**config.mk**
```make
export PLATFORM = sky130hd
export DESIGN_NAME = paddle_window_timer
export DESIGN_NICKNAME = d
export VERILOG_FILES = /design/src/rtl/paddle_pkg.sv /design/src/rtl/line_group_decode.sv /design/src/rtl/sample_counter.sv /design/src/rtl/discharge_drive.sv /design/src/rtl/paddle_window_timer.sv
export SDC_FILE = /design/constraint.sdc
export NUM_CORES = 1
export LEC_CHECK = 0
export ABC_AREA = 1
export BUFFER_PORTS_ARGS = -buffer_cell sky130_fd_sc_hd__buf_2
export CAP_MARGIN = 5
export CORE_MARGIN = 1
export CORE_UTILIZATION = 30
export DETAILED_ROUTE_END_ITERATION = 12
export SLEW_MARGIN = 20
export SYNTH_ARGS = -nofsm -noshare
export SYNTH_HDL_FRONTEND = slang
export SYNTH_SLANG_ARGS = --single-unit
```
**constraint.sdc**
```tcl
create_clock -name clk -period 1 [get_ports clk]
set_input_delay 0.05 -clock clk [delete_from_list [all_inputs] [get_ports clk]]
set_output_delay 0.05 -clock clk [all_outputs]
set_load 0.01 [all_outputs]
```
**src/rtl/paddle_pkg.sv**
```systemverilog
package paddle_pkg;
  localparam int CNT_W    = 8;
  localparam int VSEL_W   = 3;
  localparam int NUM_PADS = 2;

  function automatic logic [CNT_W-1:0] step_count(input logic [CNT_W-1:0] cur);
    return cur + CNT_W'(1);
  endfunction

  function automatic logic group_line(input logic [VSEL_W-1:0] v);
    return (v == '0);
  endfunction
endpackage

```
**src/rtl/line_group_decode.sv**
```systemverilog
module line_group_decode
  import paddle_pkg::*;
#(
  parameter int VW = VSEL_W
) (
  input  logic [VW-1:0] vline_lo,
  output logic          group_hit
);
  always_comb group_hit = (vline_lo == '0);
endmodule

```
**src/rtl/sample_counter.sv**
```systemverilog
module sample_counter
  import paddle_pkg::*;
#(
  parameter int CW = CNT_W
) (
  input  logic          clk,
  input  logic          rst,
  input  logic          ph1_en,
  input  logic          ph2_en,
  input  logic          hold_zero,
  output logic [CW-1:0] count,
  output logic          at_max,
  output logic          inc_fire
);
  logic armed;

  always_comb at_max   = &count;
  always_comb inc_fire = ph2_en && armed && !hold_zero;

  // Decision taken on phase 1, used up on phase 2
  always_ff @(posedge clk) begin
    if (rst) begin
      armed <= 1'b0;
    end else if (ph1_en) begin
      armed <= !hold_zero && !at_max;
    end else if (ph2_en) begin
      armed <= 1'b0;
    end
  end

  // Hold to zero has priority over the increment
  always_ff @(posedge clk) begin
    if (rst) begin
      count <= '0;
    end else if (hold_zero) begin
      count <= '0;
    end else if (inc_fire) begin
      count <= count + CW'(1);
    end
  end
endmodule

```
**src/rtl/discharge_drive.sv**
```systemverilog
module discharge_drive #(
  parameter int NP = 2
) (
  input  logic          group_hit,
  output logic [NP-1:0] pull_low
);
  for (genvar g = 0; g < NP; g++) begin : g_pad
    assign pull_low[g] = group_hit;
  end
endmodule

```
**src/rtl/paddle_window_timer.sv**
```systemverilog
module paddle_window_timer
  import paddle_pkg::*;
#(
  parameter int CW = CNT_W,
  parameter int VW = VSEL_W,
  parameter int NP = NUM_PADS
) (
  input  logic          clk,
  input  logic          rst,
  input  logic          ph1_en,
  input  logic          ph2_en,
  input  logic [VW-1:0] vline_lo,
  output logic [CW-1:0] count,
  output logic          at_max,
  output logic          line8_strobe,
  output logic [NP-1:0] pad_discharge
);
  logic group_hit;
  logic inc_fire;

  line_group_decode #(.VW(VW)) i_decode (
    .vline_lo (vline_lo),
    .group_hit(group_hit)
  );

  sample_counter #(.CW(CW)) i_counter (
    .clk      (clk),
    .rst      (rst),
    .ph1_en   (ph1_en),
    .ph2_en   (ph2_en),
    .hold_zero(group_hit),
    .count    (count),
    .at_max   (at_max),
    .inc_fire (inc_fire)
  );

  discharge_drive #(.NP(NP)) i_discharge (
    .group_hit(group_hit),
    .pull_low (pad_discharge)
  );

  assign line8_strobe = group_hit;
endmodule

```
==> results.ini, run 1 <==
[status]
outcome = finished with violations
violations = setup timing

[timing]
period_minus_slack_ns = 1.23
hold_viol = 0
setup_viol = 8
final.period_utilization = 1.23
max_freq_mhz = 811
worst_pin_slew_ns = 0.288
rsz0062_at_grt = yes
layout_setup_ws_ns = -0.233
setup_tns_ns = -0.831
finalClockSkew_ns = 0.00315
relSlewSlack = 0.807
drv_slew = 0

[power_and_ir_drop]
switching_share = 0.264
p_leak_nw = 0.408
seqPwrFrac = 0.474
peakVddDrop_mv = 0.491
pwr-share-clk = 0.374
power_frac_comb = 0.152
p_sw_w = 0.000206
power_density_nw_per_um2 = 968
intPower_w = 0.000574

[layout]
nFillCells = 165
syn2layout_area_growth_pct = 59.4
multi_input_area_um2 = 330
stdcell_area_um2 = 806
drive_gt1_frac = 0.472
final_common_cell = buf_2
fin_nets = 115
diodes = 0
stdcell_count = 122
area.sequential_um2 = 189
layout_common_cells = buf_2 (17), nand2_1 (13), nor2_1 (12)

[global_routing]
grt_first_pass_wirelength_um = 2190
grt_pass1_vias = 519
grt_max_degree = 8
grt_usage = 0.159
grt-ovfl-total = 0
antenna_found_initial = 0

[yosys]
syn_inst = 75
synth_area_leaders = dfxtp_1 (36%), nand2_1 (12%), nor2_1 (9.7%), inv_1 (8.9%), nor2_4 (4.5%)
synth_area_per_cell_um2 = 6.74
synth_fa_ha_area_frac = 0.0248
synth_area_um2 = 505
synth_area_leader_cell = dfxtp_1
ys_types = 20
yosysWarnings = 0
synthSimpleGateAreaFrac = 0.394
synthXorXnorAreaFrac = 0.0173
synth_compound_area_frac = 0.0817
synth_top_family_by_area = simple AND/OR/NAND/NOR gates
synthMuxAreaShare = 0
yosys.area.top_type_share = 0.356
synth_seq_cells = 9
synth_nets = 83
seq_area_frac_synth = 0.356

[critical_path]
critPathLaunchType = register
crit_type = reg -> out
cp_max_fo = 2
arrival_ns = 1.18
crit_required_ns = 0.95
rrSetupSlack_ns = -0.19
r2r-end = i_counter.count[6]
reg2regPathDepth = 9
r2r-start = i_counter.count[1]
critPathCaptureType = output port

[clock_tree]
htreeDepth = 1
cts_root_buf = clkbuf_4
numCtsBuffers = 3
clock_path_buffers = 2
clk_pin_slew_ns = 0.06
cts.sinks = 9
clk_latency_ns = 0.27
cts_tree = done

[min_path]
worstHoldStart = ph2_en
hold_end = i_counter.armed
holdPathStages = 4
min_path_type = in -> reg

[floorplan]
core-area_um2 = 1540
fp-row-count = 14
io-pin-count = 19
fp.dieH_um = 43.1
die_x_um = 43.1
die_area_um2 = 1850
start_util = 0.328

[route]
ant_nets = 0
drc = 0
vias = 552
drt-pass1-iter-count = 4
routed_wirelength_um = 1300
wl_per_cell_um = 10.7
vias_per_cell = 4.52
drt_iter0_drc = 7

[place]
placedInstanceArea_um2 = 643
place_congestion = 0.762
portBuffers = 18
hpwlAfterDp_um = 871
placedCellCount = 109

[job]
timing.max_cap.violations = 0

-- per-stage QoR --
step	setup slack, ns	utilization	hold slack (ns)	total power (W)
2_1_floorplan	-0.0293	-	0.119	0.000430
3_3_place_gp	-0.0735	0.417	0.243	0.000463
3_5_place_dp	-0.0977	0.417	0.252	0.000465
4_1_cts	-0.248	0.505	0.117	0.000790
5_1_grt	-0.340	0.523	0.161	0.000824
6_report	-0.233	0.523	0.138	0.000780
-- synthesized netlist by cell type --
cell type and instances:
o21bai_1 1, inv_1 12, nand2_2 2, dfxtp_1 9, nor2_1 13, ha_1 1, nor2_4 2, nand3_1 2
o21ai_0 2, nor2_2 1, inv_2 1, o21ai_1 1, buf_4 2, nand2_1 16, a21oi_1 2, xor2_1 1
nor3_1 2, nand3_2 1, nand4_1 3, a21oi_2 1
-- sequential cells by signal, summed over array words and instances, names as in the netlist --
signal	cells
i_counter.count	8
i_counter.armed	1
-- worst max-delay path, cell delays in order (launching register included) --
cell and delay [ns]:
dfxtp_4 0.36, ha_4 0.15, nand2_4 0.05, nor2_4 0.08, nand4_1 0.10, inv_1 0.06
buf_2 0.12
-- routing by layer --
layer / track usage / wire (um) / part of all wire
met3: 0.0638 / 77 / 0.059
met4: 0.0364 / 6 / 0.0046
met1: 0.194 / 581 / 0.45
met2: 0.261 / 638 / 0.49
met5: 0 / 0 / 0
-- power groups by stage --
stage	combinational [W]	clock, W	sequential [W]
after detailed placement	0.0000850	0	0.000380
after global routing	0.000131	0.000323	0.000371
final	0.000119	0.000292	0.000370
after global placement	0.0000832	0	0.000380
after floorplan	0.0000477	0	0.000382
after CTS	0.000114	0.000306	0.000370
-- area by class of cell --
class | count | share of cell area
Clock buffer | 4 | 0.0326
Multi-Input combinational cell | 51 | 0.410
Inverter | 13 | 0.0606
Timing Repair Buffer | 29 | 0.238
Tap cell | 16 | 0.0248
Sequential cell | 9 | 0.234
-- cells by family after synthesis --
logic type	Yosys count
buf+inv	15
xor+xnor	1
fa+ha+maj	1
compound gates	7
flops	9
simple gates	42
-- how the worst max path moves through the flow --
stage,slack [ns],to,start,depth (start not counted)
5_1_grt,-0.34,at_max,i_counter.count[1],6
3_3_place_gp,-0.07,i_counter.count[6],i_counter.count[1],7
2_1_floorplan,-0.03,i_counter.count[6],i_counter.count[1],7
3_5_place_dp,-0.1,i_counter.count[6],i_counter.count[1],7
4_1_cts,-0.25,at_max,i_counter.count[0],6
6_report,-0.23,at_max,i_counter.count[1],6
-- repair_timing --
item,CTS,global route
hold endpoints to repair,2,0
hold buffers,2,0
pin swaps,9,7
buffers inserted,5,4
resized for setup,11,6
endpoints found under the setup margin,6,11
No activity file was read; power rests on OpenSTA's default activity.
==> inputs of run 2 (changes only) <==
- CELL_PAD_IN_SITES_DETAIL_PLACEMENT: not set -> 1
- CELL_PAD_IN_SITES_GLOBAL_PLACEMENT: not set -> 1
- CORE_UTILIZATION: 30 -> 28
- PLACE_DENSITY_LB_ADDON: not set -> 0.1
==> results.ini, run 2 (synthesis results as in run 1) <==
[status]
outcome = finished with violations
violations = setup timing

[critical_path]
critPathMaxStageDelay_ns = 0.36
crit_required_ns = 0.95
cp_max_fo = 2
cp_slowest_cell = dfxtp_4
arrival_ns = 1.20
worstPathCellList = ha_4, nand2_4, nor2_4, nand4_1, inv_1, buf_2
crit_type = reg -> out
critPathLaunchType = register
critPathCaptureType = output port

[timing]
relSlewSlack = 0.807
layout_setup_ws_ns = -0.253
finalClockSkew_ns = 0.0108
hold_slack_ns = 0.0377
hold_viol = 0
max_freq_mhz = 798
drv_slew = 0
setup_viol = 10
final.period_utilization = 1.25
period_minus_slack_ns = 1.25
rsz0062_at_grt = yes
worst_pin_slew_ns = 0.288
setup_tns_ns = -1.36

[floorplan]
io-pin-count = 19
die_x_um = 44.5
start_util = 0.317
fp-row-count = 14
die_area_um2 = 1980
fp.dieH_um = 44.5
core-area_um2 = 1590

[min_path]
min_path_type = in -> reg

[route]
wl_per_cell_um = 13.2
ant_nets = 0
vias = 599
vias_per_cell = 4.47
drt_iter0_drc = 10
drc = 0
drt-pass1-iter-count = 4
routed_wirelength_um = 1770

[global_routing]
grt_pass1_vias = 564
grt_usage = 0.171
grt_first_pass_wirelength_um = 2390
grt_max_degree = 8
antenna_found_initial = 0
grt-ovfl-total = 0

[place]
portBuffers = 18
place_congestion = 0.708
placedInstanceArea_um2 = 668
hpwlAfterDp_um = 1090

[layout]
syn2layout_area_growth_pct = 73.3
regMostFlops = i_counter.count
area.sequential_um2 = 190
reg.largest.list = i_counter.count: 8 flops, i_counter.armed: 1 flops
layout_common_cells = buf_2 (15), nand2_1 (14), nor2_1 (13)
final_core_util = 0.549
largest_register_ffs = 8
multi_input_area_um2 = 330
stdcell_area_um2 = 876
final_common_cell = buf_2
nFillCells = 209
drive_gt1_frac = 0.500
diodes = 0
fin_nets = 119

[clock_tree]
cts_tree = done
clk_pin_slew_ns = 0.06
clk_latency_ns = 0.27
clock_path_buffers = 2
numCtsBuffers = 3
cts.sinks = 9
htreeDepth = 1
cts_root_buf = clkbuf_4

[job]
timing.max_cap.violations = 0

[power_and_ir_drop]
p_leak_nw = 0.441
power_density_nw_per_um2 = 908
peakVddDrop_mv = 0.644

run 2: report_power, final:
part / switching [W] / internal [W]
registers: 0.00000652 / 0.000364
clock network: 0.000135 / 0.000154
logic: 0.0000708 / 0.0000646
run 2: layer usage:
| layer | vias up | share of wire | GRT usage |
|---|---|---|---|
| met5 | - | 0 | 0 |
| met4 | 0 | 0.020 | 0.0727 |
| met3 | 4 | 0.031 | 0.0612 |
| met2 | 17 | 0.48 | 0.259 |
| met1 | 276 | 0.47 | 0.219 |
| li1 | 302 | - | - |
run 2: path summary, 6_finish.rpt:
kind	startpoint	to	slack, ns	depth (start not counted)
setup / recovery	i_counter.count[1]	at_max	-0.25	6
hold / removal	rst	i_counter.count[0]	0.04	2
setup reg to reg	i_counter.count[1]	i_counter.count[6]	-0.25	9
hold reg to reg	i_counter.count[5]	i_counter.count[5]	0.55	3
run 2: timing repair:
action | 4_1_cts | 5_1_grt
pin swaps | 4 | 13
hold endpoints to repair | 1 | 0
cloned | 0 | 0
endpoints found under the setup margin | 8 | 11
hold buffers | 1 | 0
buffers inserted | 5 | 6
resized for setup | 11 | 13
run 2: per-stage QoR:
stage | instances | power (W) | setup slack (ns)
finish | 134 | 0.000795 | -0.253
global placement | 119 | 0.000466 | -0.0508
detailed placement | 119 | 0.000469 | -0.0684
CTS | 129 | 0.000768 | -0.249
floorplan | 75 | 0.000430 | -0.0293
global route | 134 | 0.000838 | -0.335
run 2: area by class of cell:
class | count | area share
sequential | 9 | 0.217
timing repair buffer | 33 | 0.286
clock buffer | 4 | 0.0300
inverter | 13 | 0.0557
tap | 24 | 0.0343
multi-input combinational | 51 | 0.377
run 2: critical path, delay by kind of cell, from the launching register on:
| kind | cells | cell delay (ns) |
|---|---|---|
| adder cells (fa/ha/maj) | 1 | 0.14 |
| buffers and inverters | 2 | 0.20 |
| flip-flops | 1 | 0.36 |
| AND/OR/NAND/NOR | 3 | 0.24 |
